[config.mk]
export PLATFORM = sky130hd
export DESIGN_NAME = owm_engine
export DESIGN_NICKNAME = d
export VERILOG_FILES = /design/src/rtl/owm_pkg.sv /design/src/rtl/owm_tick.sv /design/src/rtl/owm_crc8.sv /design/src/rtl/owm_slot.sv /design/src/rtl/owm_engine.sv
export SDC_FILE = /design/constraint.sdc
export NUM_CORES = 1
export LEC_CHECK = 0
export BUFFER_PORTS_ARGS = -buffer_cell sky130_fd_sc_hd__clkbuf_2
export CORE_UTILIZATION = 50
export DETAILED_ROUTE_END_ITERATION = 8
export PLACE_DENSITY = 0.82
export SLEW_MARGIN = 20
export SYNTH_ARGS = -nofsm -noshare
export SYNTH_HDL_FRONTEND = slang
export SYNTH_SLANG_ARGS = --single-unit
[constraint.sdc]
create_clock -name clk -period 2.5 [get_ports clk]
set_input_delay 0.5 -clock clk [delete_from_list [all_inputs] [get_ports clk]]
set_output_delay 0.5 -clock clk [all_outputs]
set_load 0.03 [all_outputs]
[src/rtl/owm_pkg.sv]
package owm_pkg;

    typedef enum logic [1:0] {
        OP_NONE  = 2'b00,
        OP_RESET = 2'b01,
        OP_WRITE = 2'b10,
        OP_READ  = 2'b11
    } owm_op_e;

    typedef enum logic [1:0] {
        SK_RESET,
        SK_WRITE0,
        SK_WRITE1,
        SK_READ
    } slot_kind_e;

    typedef enum logic [2:0] {
        ST_IDLE,
        ST_RESET,
        ST_WRITE,
        ST_READ,
        ST_FINISH
    } eng_state_e;

    typedef enum logic [1:0] {
        SL_IDLE,
        SL_LOW,
        SL_RELEASE
    } slot_state_e;

endpackage

[src/rtl/owm_tick.sv]
module owm_tick #(
    parameter int DIV = 50
) (
    input  logic clk,
    input  logic rst_n,
    input  logic clr,
    output logic tick
);
    localparam int W = (DIV > 1) ? $clog2(DIV) : 1;

    logic [W-1:0] cnt;

    assign tick = (cnt == W'(DIV - 1));

    always_ff @(posedge clk or negedge rst_n) begin
        if (!rst_n) begin
            cnt <= '0;
        end else if (clr || tick) begin
            cnt <= '0;
        end else begin
            cnt <= cnt + 1'b1;
        end
    end

endmodule

[src/rtl/owm_crc8.sv]
module owm_crc8 #(
    parameter logic [7:0] POLY = 8'h8C
) (
    input  logic       clk,
    input  logic       rst_n,
    input  logic       clr,
    input  logic       en,
    input  logic       din,
    output logic [7:0] crc
);
    logic fb;

    assign fb = crc[0] ^ din;

    always_ff @(posedge clk or negedge rst_n) begin
        if (!rst_n) begin
            crc <= 8'h00;
        end else if (clr) begin
            crc <= 8'h00;
        end else if (en) begin
            crc <= {1'b0, crc[7:1]} ^ (fb ? POLY : 8'h00);
        end
    end

endmodule

[src/rtl/owm_slot.sv]
module owm_slot
    import owm_pkg::*;
#(
    parameter int TICKS_PER_US  = 50,
    parameter int RST_LOW_US    = 480,
    parameter int RST_SAMPLE_US = 70,
    parameter int RST_TOTAL_US  = 960,
    parameter int W1_LOW_US     = 6,
    parameter int W0_LOW_US     = 60,
    parameter int RD_LOW_US     = 6,
    parameter int RD_SAMPLE_US  = 15,
    parameter int SLOT_US       = 70,
    parameter int REC_US        = 2
) (
    input  logic       clk,
    input  logic       rst_n,
    input  logic       start,
    input  slot_kind_e kind,
    input  logic       dq_in,
    output logic       dq_oe,
    output logic       slot_done,
    output logic       slot_bit
);
    localparam int BIT_TOTAL_US = SLOT_US + REC_US;
    localparam int UW           = $clog2(RST_TOTAL_US + 1);

    slot_state_e      state, state_n;
    slot_kind_e       kind_q;
    logic [UW-1:0]    us_cnt;
    logic [1:0]       sync_q;
    logic             sample_q;
    logic             tick;
    logic [UW-1:0]    low_last, smp_last, end_last;
    logic             low_end, slot_end, smp_hit;

    owm_tick #(.DIV(TICKS_PER_US)) u_tick (
        .clk  (clk),
        .rst_n(rst_n),
        .clr  (start),
        .tick (tick)
    );

    // Per-kind timing limits, in microseconds minus one
    always_comb begin
        low_last = UW'(RD_LOW_US - 1);
        smp_last = UW'(RD_SAMPLE_US - 1);
        end_last = UW'(BIT_TOTAL_US - 1);
        unique case (kind_q)
            SK_RESET: begin
                low_last = UW'(RST_LOW_US - 1);
                smp_last = UW'(RST_LOW_US + RST_SAMPLE_US - 1);
                end_last = UW'(RST_TOTAL_US - 1);
            end
            SK_WRITE0: begin
                low_last = UW'(W0_LOW_US - 1);
                smp_last = UW'(BIT_TOTAL_US - 1);
            end
            SK_WRITE1: begin
                low_last = UW'(W1_LOW_US - 1);
                smp_last = UW'(BIT_TOTAL_US - 1);
            end
            SK_READ: begin
                low_last = UW'(RD_LOW_US - 1);
                smp_last = UW'(RD_SAMPLE_US - 1);
            end
            default: ;
        endcase
    end

    assign low_end  = tick && (us_cnt == low_last);
    assign slot_end = tick && (us_cnt == end_last);
    assign smp_hit  = tick && (us_cnt == smp_last);

    // Next-state logic
    always_comb begin
        state_n = state;
        unique case (state)
            SL_IDLE:    if (start)    state_n = SL_LOW;
            SL_LOW:     if (low_end)  state_n = SL_RELEASE;
            SL_RELEASE: if (slot_end) state_n = SL_IDLE;
            default:                  state_n = SL_IDLE;
        endcase
    end

    // State register
    always_ff @(posedge clk or negedge rst_n) begin
        if (!rst_n) begin
            state <= SL_IDLE;
        end else begin
            state <= state_n;
        end
    end

    // Timing counter, kind latch, input synchroniser and sample
    always_ff @(posedge clk or negedge rst_n) begin
        if (!rst_n) begin
            kind_q   <= SK_RESET;
            us_cnt   <= '0;
            sync_q   <= 2'b11;
            sample_q <= 1'b1;
        end else begin
            sync_q <= {sync_q[0], dq_in};
            if (state == SL_IDLE) begin
                if (start) begin
                    kind_q <= kind;
                    us_cnt <= '0;
                end
            end else begin
                if (tick) begin
                    us_cnt <= us_cnt + 1'b1;
                end
                if (smp_hit) begin
                    sample_q <= sync_q[1];
                end
            end
        end
    end

    // Outputs
    always_comb begin
        dq_oe     = (state == SL_LOW);
        slot_done = (state == SL_RELEASE) && slot_end;
        slot_bit  = sample_q;
    end


    slot_start_idle_chk: assert property (@(posedge clk) disable iff (!rst_n)
        start |-> (state == SL_IDLE));


    slot_pull_chk: assert property (@(posedge clk) disable iff (!rst_n)
        slot_done |-> !dq_oe);

endmodule

[src/rtl/owm_engine.sv]
module owm_engine
    import owm_pkg::*;
#(
    parameter int TICKS_PER_US  = 50,
    parameter int RST_LOW_US    = 480,
    parameter int RST_SAMPLE_US = 70,
    parameter int RST_TOTAL_US  = 960,
    parameter int W1_LOW_US     = 6,
    parameter int W0_LOW_US     = 60,
    parameter int RD_LOW_US     = 6,
    parameter int RD_SAMPLE_US  = 15,
    parameter int SLOT_US       = 70,
    parameter int REC_US        = 2,
    parameter int BYTE_BITS     = 8
) (
    input  logic                 clk,
    input  logic                 rst_n,
    input  logic                 cmd_valid,
    input  logic [1:0]           cmd_op,
    input  logic [BYTE_BITS-1:0] cmd_data,
    output logic                 busy,
    output logic                 done,
    output logic [BYTE_BITS-1:0] rx_data,
    output logic                 presence,
    output logic [7:0]           crc_value,
    output logic                 crc_ok,
    output logic                 dq_oe,
    input  logic                 dq_in
);
    localparam int BW = $clog2(BYTE_BITS);

    eng_state_e           state, state_n;
    owm_op_e              op;
    logic [BYTE_BITS-1:0] shreg;
    logic [BW-1:0]        bit_cnt;
    logic                 kick;
    logic [BYTE_BITS-1:0] rx_q;
    logic                 pres_q;
    logic                 accept;
    logic                 last_bit;
    slot_kind_e           kind;
    logic                 slot_done, slot_bit;
    logic [BYTE_BITS-1:0] rx_next;

    assign op       = owm_op_e'(cmd_op);
    assign accept   = (state == ST_IDLE) && cmd_valid && (op != OP_NONE);
    assign last_bit = (bit_cnt == BW'(BYTE_BITS - 1));
    assign rx_next  = {slot_bit, shreg[BYTE_BITS-1:1]};

    // Slot kind for the next slot start
    always_comb begin
        unique case (state)
            ST_RESET: kind = SK_RESET;
            ST_READ:  kind = SK_READ;
            ST_WRITE: kind = shreg[0] ? SK_WRITE1 : SK_WRITE0;
            default:  kind = SK_RESET;
        endcase
    end

    owm_slot #(
        .TICKS_PER_US (TICKS_PER_US),
        .RST_LOW_US   (RST_LOW_US),
        .RST_SAMPLE_US(RST_SAMPLE_US),
        .RST_TOTAL_US (RST_TOTAL_US),
        .W1_LOW_US    (W1_LOW_US),
        .W0_LOW_US    (W0_LOW_US),
        .RD_LOW_US    (RD_LOW_US),
        .RD_SAMPLE_US (RD_SAMPLE_US),
        .SLOT_US      (SLOT_US),
        .REC_US       (REC_US)
    ) u_slot (
        .clk      (clk),
        .rst_n    (rst_n),
        .start    (kick),
        .kind     (kind),
        .dq_in    (dq_in),
        .dq_oe    (dq_oe),
        .slot_done(slot_done),
        .slot_bit (slot_bit)
    );

    owm_crc8 #(.POLY(8'h8C)) u_crc (
        .clk  (clk),
        .rst_n(rst_n),
        .clr  (accept && (op == OP_RESET)),
        .en   ((state == ST_READ) && slot_done),
        .din  (slot_bit),
        .crc  (crc_value)
    );

    // Next-state logic
    always_comb begin
        state_n = state;
        unique case (state)
            ST_IDLE: begin
                if (accept) begin
                    unique case (op)
                        OP_RESET: state_n = ST_RESET;
                        OP_WRITE: state_n = ST_WRITE;
                        OP_READ:  state_n = ST_READ;
                        default:  state_n = ST_IDLE;
                    endcase
                end
            end
            ST_RESET:  if (slot_done)             state_n = ST_FINISH;
            ST_WRITE:  if (slot_done && last_bit) state_n = ST_FINISH;
            ST_READ:   if (slot_done && last_bit) state_n = ST_FINISH;
            ST_FINISH:                            state_n = ST_IDLE;
            default:                              state_n = ST_IDLE;
        endcase
    end

    // State register
    always_ff @(posedge clk or negedge rst_n) begin
        if (!rst_n) begin
            state <= ST_IDLE;
        end else begin
            state <= state_n;
        end
    end

    // Byte serialiser and result registers
    always_ff @(posedge clk or negedge rst_n) begin
        if (!rst_n) begin
            shreg   <= '0;
            bit_cnt <= '0;
            kick    <= 1'b0;
            rx_q    <= '0;
            pres_q  <= 1'b0;
        end else begin
            kick <= 1'b0;
            unique case (state)
                ST_IDLE: begin
                    if (accept) begin
                        shreg   <= cmd_data;
                        bit_cnt <= '0;
                        kick    <= 1'b1;
                    end
                end
                ST_RESET: begin
                    if (slot_done) begin
                        pres_q <= ~slot_bit;
                    end
                end
                ST_WRITE: begin
                    if (slot_done && !last_bit) begin
                        shreg   <= shreg >> 1;
                        bit_cnt <= bit_cnt + 1'b1;
                        kick    <= 1'b1;
                    end
                end
                ST_READ: begin
                    if (slot_done) begin
                        shreg <= rx_next;
                        if (last_bit) begin
                            rx_q <= rx_next;
                        end else begin
                            bit_cnt <= bit_cnt + 1'b1;
                            kick    <= 1'b1;
                        end
                    end
                end
                default: ;
            endcase
        end
    end

    // Outputs
    always_comb begin
        busy     = (state != ST_IDLE);
        done     = (state == ST_FINISH);
        rx_data  = rx_q;
        presence = pres_q;
        crc_ok   = (crc_value == 8'h00);
    end


    done_pulse_chk: assert property (@(posedge clk) disable iff (!rst_n)
        done |=> !done);


    busy_rise_chk: assert property (@(posedge clk) disable iff (!rst_n)
        $rose(busy) |-> $past(cmd_valid));


    idle_release_chk: assert property (@(posedge clk) disable iff (!rst_n)
        !busy |-> !dq_oe);


    rx_hold_chk: assert property (@(posedge clk) disable iff (!rst_n)
        !$stable(rx_data) |-> done);


    pres_hold_chk: assert property (@(posedge clk) disable iff (!rst_n)
        !$stable(presence) |-> done);

endmodule

# --- After elaboration in Yosys (flattened, before gate mapping) ---
# Index checks and enable logic that the tools add are counted.
classes:
  addsub: 3
  n_eq_ne: 26
  mux: 35
  bitwise: 4
  n_reduce_logical: 33
op_table:
  columns: ["op", "n"]
  rows:
  - ["10-bit case mux with 3 select lines", 2]
  - ["8-bit 2-to-1 mux", 6]
  - ["10-bit 2-to-1 mux", 4]
  - ["10-bit == test", 3]
  - ["8-bit case mux with 3 select lines", 1]
  - ["3-bit 2-to-1 mux", 7]
  - ["3-bit case mux with 3 select lines", 2]
  - ["2-bit inequality test (second input constant)", 6]
  - ["2-bit case mux with 3 select lines", 2]
  - ["10-bit by 1-bit adder with 10-bit output (second input constant)", 1]
  - ["2-bit == test (second input constant)", 5]
  - ["1-bit logical AND", 10]
  - ["3-bit AND reduction", 3]
  - ["8-bit logical NOT", 1]
  - ["2-bit 2-to-1 mux", 4]
  - ["2-bit AND reduction", 4]
  - ["7-bit by 8-bit bitwise XOR with 8-bit output", 1]
  - ["6-bit by 1-bit adder with 6-bit output (second input constant)", 1]
  - ["2-bit by 1-bit == test with 1-bit output (second input constant)", 3]
  - ["3-bit by 2-bit == test with 1-bit output (second input constant)", 2]
  - ["3-bit == test (second input constant)", 2]
  - ["6-bit == test (second input constant)", 1]
  - ["6-bit 2-to-1 mux", 1]
  - ["2-bit by 1-bit inequality test with 1-bit output (second input constant)", 3]
  - ["other kinds (16)", 26]
word_totals:
  ff_bits: 55
  inputBits: 14
  output_inout_bits: 21
  wordCells: 114

# --- Depth between registers and ports, before layout ---
depth:
  word_depth: 8
  ltp_mapped: 9
  mapped_depth_nobuf: 7

# --- Modules after synthesis ---
# A second synthesis with hierarchy kept.
hier_totals:
  cells_unflattened: 255
  hier_area_um2: 2891.5
by_module_without_submodules:
  columns: ["mod", "instances", "cells_per_inst", "area_each_um2", "seq_area_each_um2"]
  rows:
  - ["owm_engine", 1, 102, 1261.2, 600.6]
  - ["owm_slot", 1, 95, 975.9, 429.2]
  - ["owm_crc8", 1, 32, 372.9, 200.2]
  - ["owm_tick", 1, 26, 281.5, 150.1]

# --- Worst setup path before layout ---
# Ideal clock, no wire load.
synth_timing:
  kind: "reg2reg"
  startpoint: "register u_slot.kind_q[0]"
  endpoint: "register rx_q[0], in the netlist rx_data[0]"
  arrival_time_ns: 2.395
  required_ns: 2.375
  slack_ns: -0.020
  stages_incl_launch_ff: 10
  path_buffers: 2
  synth_period_minus_slack_ns: 2.520
  cell_sequence: "dfrtp_1 -> inv_1 -> ha_1 -> buf_6 -> or4b_1 -> a211oi_2 -> and3_4 -> and4_4 -> buf_12 -> mux2_4"
synth_via:
  elab_chain_cells: 6
synth_lines:
  columns: ["element", "line", "source"]
  rows:
  - ["start: declaration", "owm_slot.sv:28", "slot_kind_e kind_q;"]
  - ["start signal: assignment", "owm_slot.sv:105", "kind_q <= kind;"]
  - ["2-bit logical NOT", "owm_slot.sv:48", "unique case (kind_q)"]
  - ["10-bit 2-to-1 mux", "owm_slot.sv:48", null]
  - ["10-bit == test", "owm_slot.sv:71", "assign slot_end = tick && (us_cnt == end_last);"]
  - ["1-bit logical AND", "owm_slot.sv:71", null]
  - ["1-bit logical AND", "owm_slot.sv:122", "slot_done = (state == SL_RELEASE) && slot_end;"]
  - ["3-bit AND reduction (no line)", null, null]
  - ["end signal: assignment", "owm_engine.sv:156", "rx_q <= rx_next;"]
  - ["end: declaration", "owm_engine.sv:37", "logic [BYTE_BITS-1:0] rx_q;"]
# Every way passes these cells.
# A chain may end at the register's enable or synchronous reset.

# --- Worst setup path in the final report ---
layout_timing:
  startpoint: "register u_slot.kind_q[0]"
  endpoint: "register rx_q[1], in the netlist rx_data[1]"
# The elaborated chain is that of the path after synthesis.

==> flow_metrics.py <==
metrics = {
    "synthesis": {
        "synth_mux_area_share_pct": 11.8,
        "yosys.area_share.simple_pct": 20.3,
        "synth_top_family_by_area": "simple AND/OR/NAND/NOR gates",
        "synthDominantCellAreaShare_pct": 44.3,
        "yosys_warnings": 0,
        "synth_compound_area_share_pct": 8.43,
        "seq_area_frac_synth_pct": 47.0,
        "yosysTopAreaCell": "dfrtp_1",
        "synth_xor_area_share_pct": 4.17,
        "synth_ff_type": "dfrtp_1",
        "synth_area_um2": 2940,
        "postSynthAreaPerCell_um2": 10.3,
        "async_flop_share_pct": 100,
        "syn-num-nets": 307,
        "synth_cell_types": 49,
        "syn_inst": 285,
        "synth_edf_count": 0,
        "synthAdderAreaFrac_pct": 3.41,
        "ys_seq_elements": 55,
        "synthTopCellsByArea": "dfrtp_1 (44%), mux2_2 (5.4%), mux2_4 (4.1%), o21ai_0 (3.6%), ha_1 (3.4%)",
    },
    "min_path": {
        "hold_path_class": "input pin to async pin",
    },
    "critical_path": {
        "r2r-end": "rx_data[1]$_DFFE_PN0P_",
        "cp.required_ps": 2700,
        "start_kind": "register",
        "crit_arrival_ps": 2640,
        "reg2reg_from": "u_slot.kind_q[0]$_DFFE_PN0P_",
        "rrSetupSlack_ps": 60,
        "path_class": "register to register",
        "end_kind": "register",
        "critPathMaxFanout": 8,
        "r2r.worst_path.cells": 7,
    },
    "timing": {
        "max_freq_ghz": 0.410,
        "final_hold_viol_count": 0,
        "timing.final.crit_share_pct": 97.6,
        "finalClockSkew_ps": 9.40,
        "worst_pin_slew_ps": 519,
        "slew_headroom_pct": 65.3,
        "hold_ws_ps": 179,
        "drv_slew": 0,
        "fin_tns_setup_ps": 0,
        "finalCriticalPeriod_ps": 2440,
        "finalSetupViolations": 0,
    },
    "power_and_ir_drop": {
        "leakagePower_uw": 0.00149,
        "cellPowerDensity_nw_per_um2": 452,
        "peakVddDrop_uv": 251,
    },
    "die": {
        "die_w_um": 78.7,
        "core-area_um2": 5570,
        "pin_count": 35,
        "die_y_um": 78.7,
        "start_util_pct": 52.7,
        "dieArea_um2": 6190,
        "row_count": 27,
    },
    "layout": {
        "final_nets": 345,
        "fill_cells": 493,
        "syn_to_final_growth_pct": 13.6,
        "diodes": 0,
        "final_util_pct": 59.9,
        "drive_above_1_share_pct": 27.8,
        "final_cells": 396,
    },
    "cts": {
        "hold_buffers": 0,
        "numCtsBuffers": 5,
        "cts.htree.levels": 2,
        "clock_path_buffers": 2,
        "cts_tree": "yes",
        "clock_insertion_delay_worst_skew_ps": 310,
        "clk_pin_slew_ps": 100,
        "cts.sinks": 55,
        "cts_root_buffer": "clkbuf_8",
    },
    "global_route": {
        "grt_first_pass_wirelength_um": 9960,
        "grt_start_max_net_pins": 56,
        "overflow": 0,
        "grt_pass1_vias": 2188,
        "antenna_found_initial": 0,
        "track_usage_pct": 20.5,
    },
    "routing": {
        "vias": 2203,
        "vias_per_cell": 5.56,
        "wire_per_inst_um": 14.6,
        "drt-initial-drc-count": 182,
        "wirelength_um": 5770,
        "drc": 0,
        "ant_nets": 0,
        "first_pass_iters": 4,
    },
    "placement": {
        "place.gp.congestion": 0.856,
        "dpl.hpwl_um": 4170,
        "dpl.cell_count": 385,
        "port_buffers": 34,
    },
    "outcome": {
        "outcome": "finished clean",
    },
    "flow_run": {
        "maxCapViolCount": 0,
    },
}
==> timing repair <==
item,4_1_cts,5_1_grt
setup buffers,0,3
endpoints found under the setup margin,0,26
gates resized for setup,0,3
==> flip-flops by register name, indices dropped and copies added, names as in the netlist <==
signal / count
state: 3
u_slot.state: 2
bit_cnt: 3
u_slot.sync_q: 2
u_crc.crc: 8
u_slot.kind_q: 2
u_slot.us_cnt: 10
shreg: 8
rx_data: 8
u_slot.slot_bit: 1
u_slot.u_tick.cnt: 6
presence: 1
kick: 1
==> kinds of logic after synthesis <==
group	after synthesis
buf+inv	31
simple gates	110
compound gates	38
flops	55
xor+xnor	14
fa+ha+maj	8
mux	29
==> cell usage after synthesis (all sizes together), types with 6 or more instances <==
| cell | instances |
|---|---|
| nor2b | 6 |
| mux2i | 7 |
| dfrtp | 52 |
| xnor2 | 7 |
| clkbuf | 12 |
| nand2 | 25 |
| mux2 | 22 |
| nor2 | 22 |
| ha | 8 |
| o21ai | 21 |
| inv | 14 |
| xor2 | 7 |
| nand3 | 20 |
==> worst max path at each step <==
| stage | start | end | slack (ps) | cells past startpoint |
|---|---|---|---|---|
| after floorplan | u_slot.kind_q[0]$_DFFE_PN0P_ | rx_data[0]$_DFFE_PN0P_ | 20 | 9 |
| after global placement | u_slot.kind_q[0]$_DFFE_PN0P_ | rx_data[3]$_DFFE_PN0P_ | 100 | 7 |
| after detailed placement | u_slot.kind_q[0]$_DFFE_PN0P_ | rx_data[1]$_DFFE_PN0P_ | -0.6 | 7 |
| after CTS | u_slot.kind_q[0]$_DFFE_PN0P_ | rx_data[1]$_DFFE_PN0P_ | 2 | 7 |
| after global routing | u_slot.kind_q[1]$_DFFE_PN0P_ | rx_data[6]$_DFFE_PN0P_ | -30 | 7 |
| final | u_slot.kind_q[0]$_DFFE_PN0P_ | rx_data[1]$_DFFE_PN0P_ | 60 | 7 |
==> layer usage <==
metal  global-route usage [%]  vias up  share of wire, %
li1                         -     1069                 -
met1                     27.7     1072                47
met2                     33.2       54                48
met3                     3.60        8               4.1
met4                     7.04        0               1.3
met5                        0        -                 0
==> stage by stage <==
| stage | setup slack (ps) | total power [uW] | cell area, um2 |
|---|---|---|---|
| floorplan | 15.5 | 964 | 2940 |
| global placement | 103 | 1000 | 3200 |
| detailed placement | -0.559 | 1010 | 3200 |
| CTS | 2.37 | 1520 | 3300 |
| global route | -28.0 | 1570 | 3340 |
| finish | 59.3 | 1510 | 3340 |
==> critical path, cell delays in order (launching register included) <==
cell and delay [ps]:
dfrtp_1 390, inv_1 60, ha_2 190, or4b_4 500, a211oi_4 290, and3_4 250, and4_4 350, mux2_4 320
==> power by group <==
part / total [uW] / switching [uW] / internal, uW
combinational: 83.1 / 46.5 / 36.6
sequential: 907 / 6.63 / 900
clock: 518 / 291 / 227
==> placed cells by master (no fill, tap or decap), types with 4 or more instances in the layout <==
cell type	netlist	layout
dfrtp_1	52	52
clkbuf_2	0	34
nand2_1	25	25
nor2_1	22	22
o21ai_0	21	21
nand3_1	20	20
inv_1	14	14
mux2_2	14	14
buf_4	0	13
mux2_4	8	8
xor2_1	7	7
xnor2_1	7	7
mux2i_1	7	7
ha_1	8	7
nor2b_1	6	6
clkbuf_8	0	6
nor3_1	5	5
nand4_1	5	5
nand4b_1	4	4
==> area by class of cell <==
cell class              count  area, um2  share of cell area [%]
multi-input cells         199       1430                    42.8
flip-flops and latches     55       1380                    41.3
inverters                  14       52.6                    1.57
repair buffers             48        288                    8.62
well taps                  72       90.1                    2.70
clock inverters             2       16.3                   0.487
clock buffers               6       82.6                    2.47
Note: power is estimated with default switching activity, not from simulation.
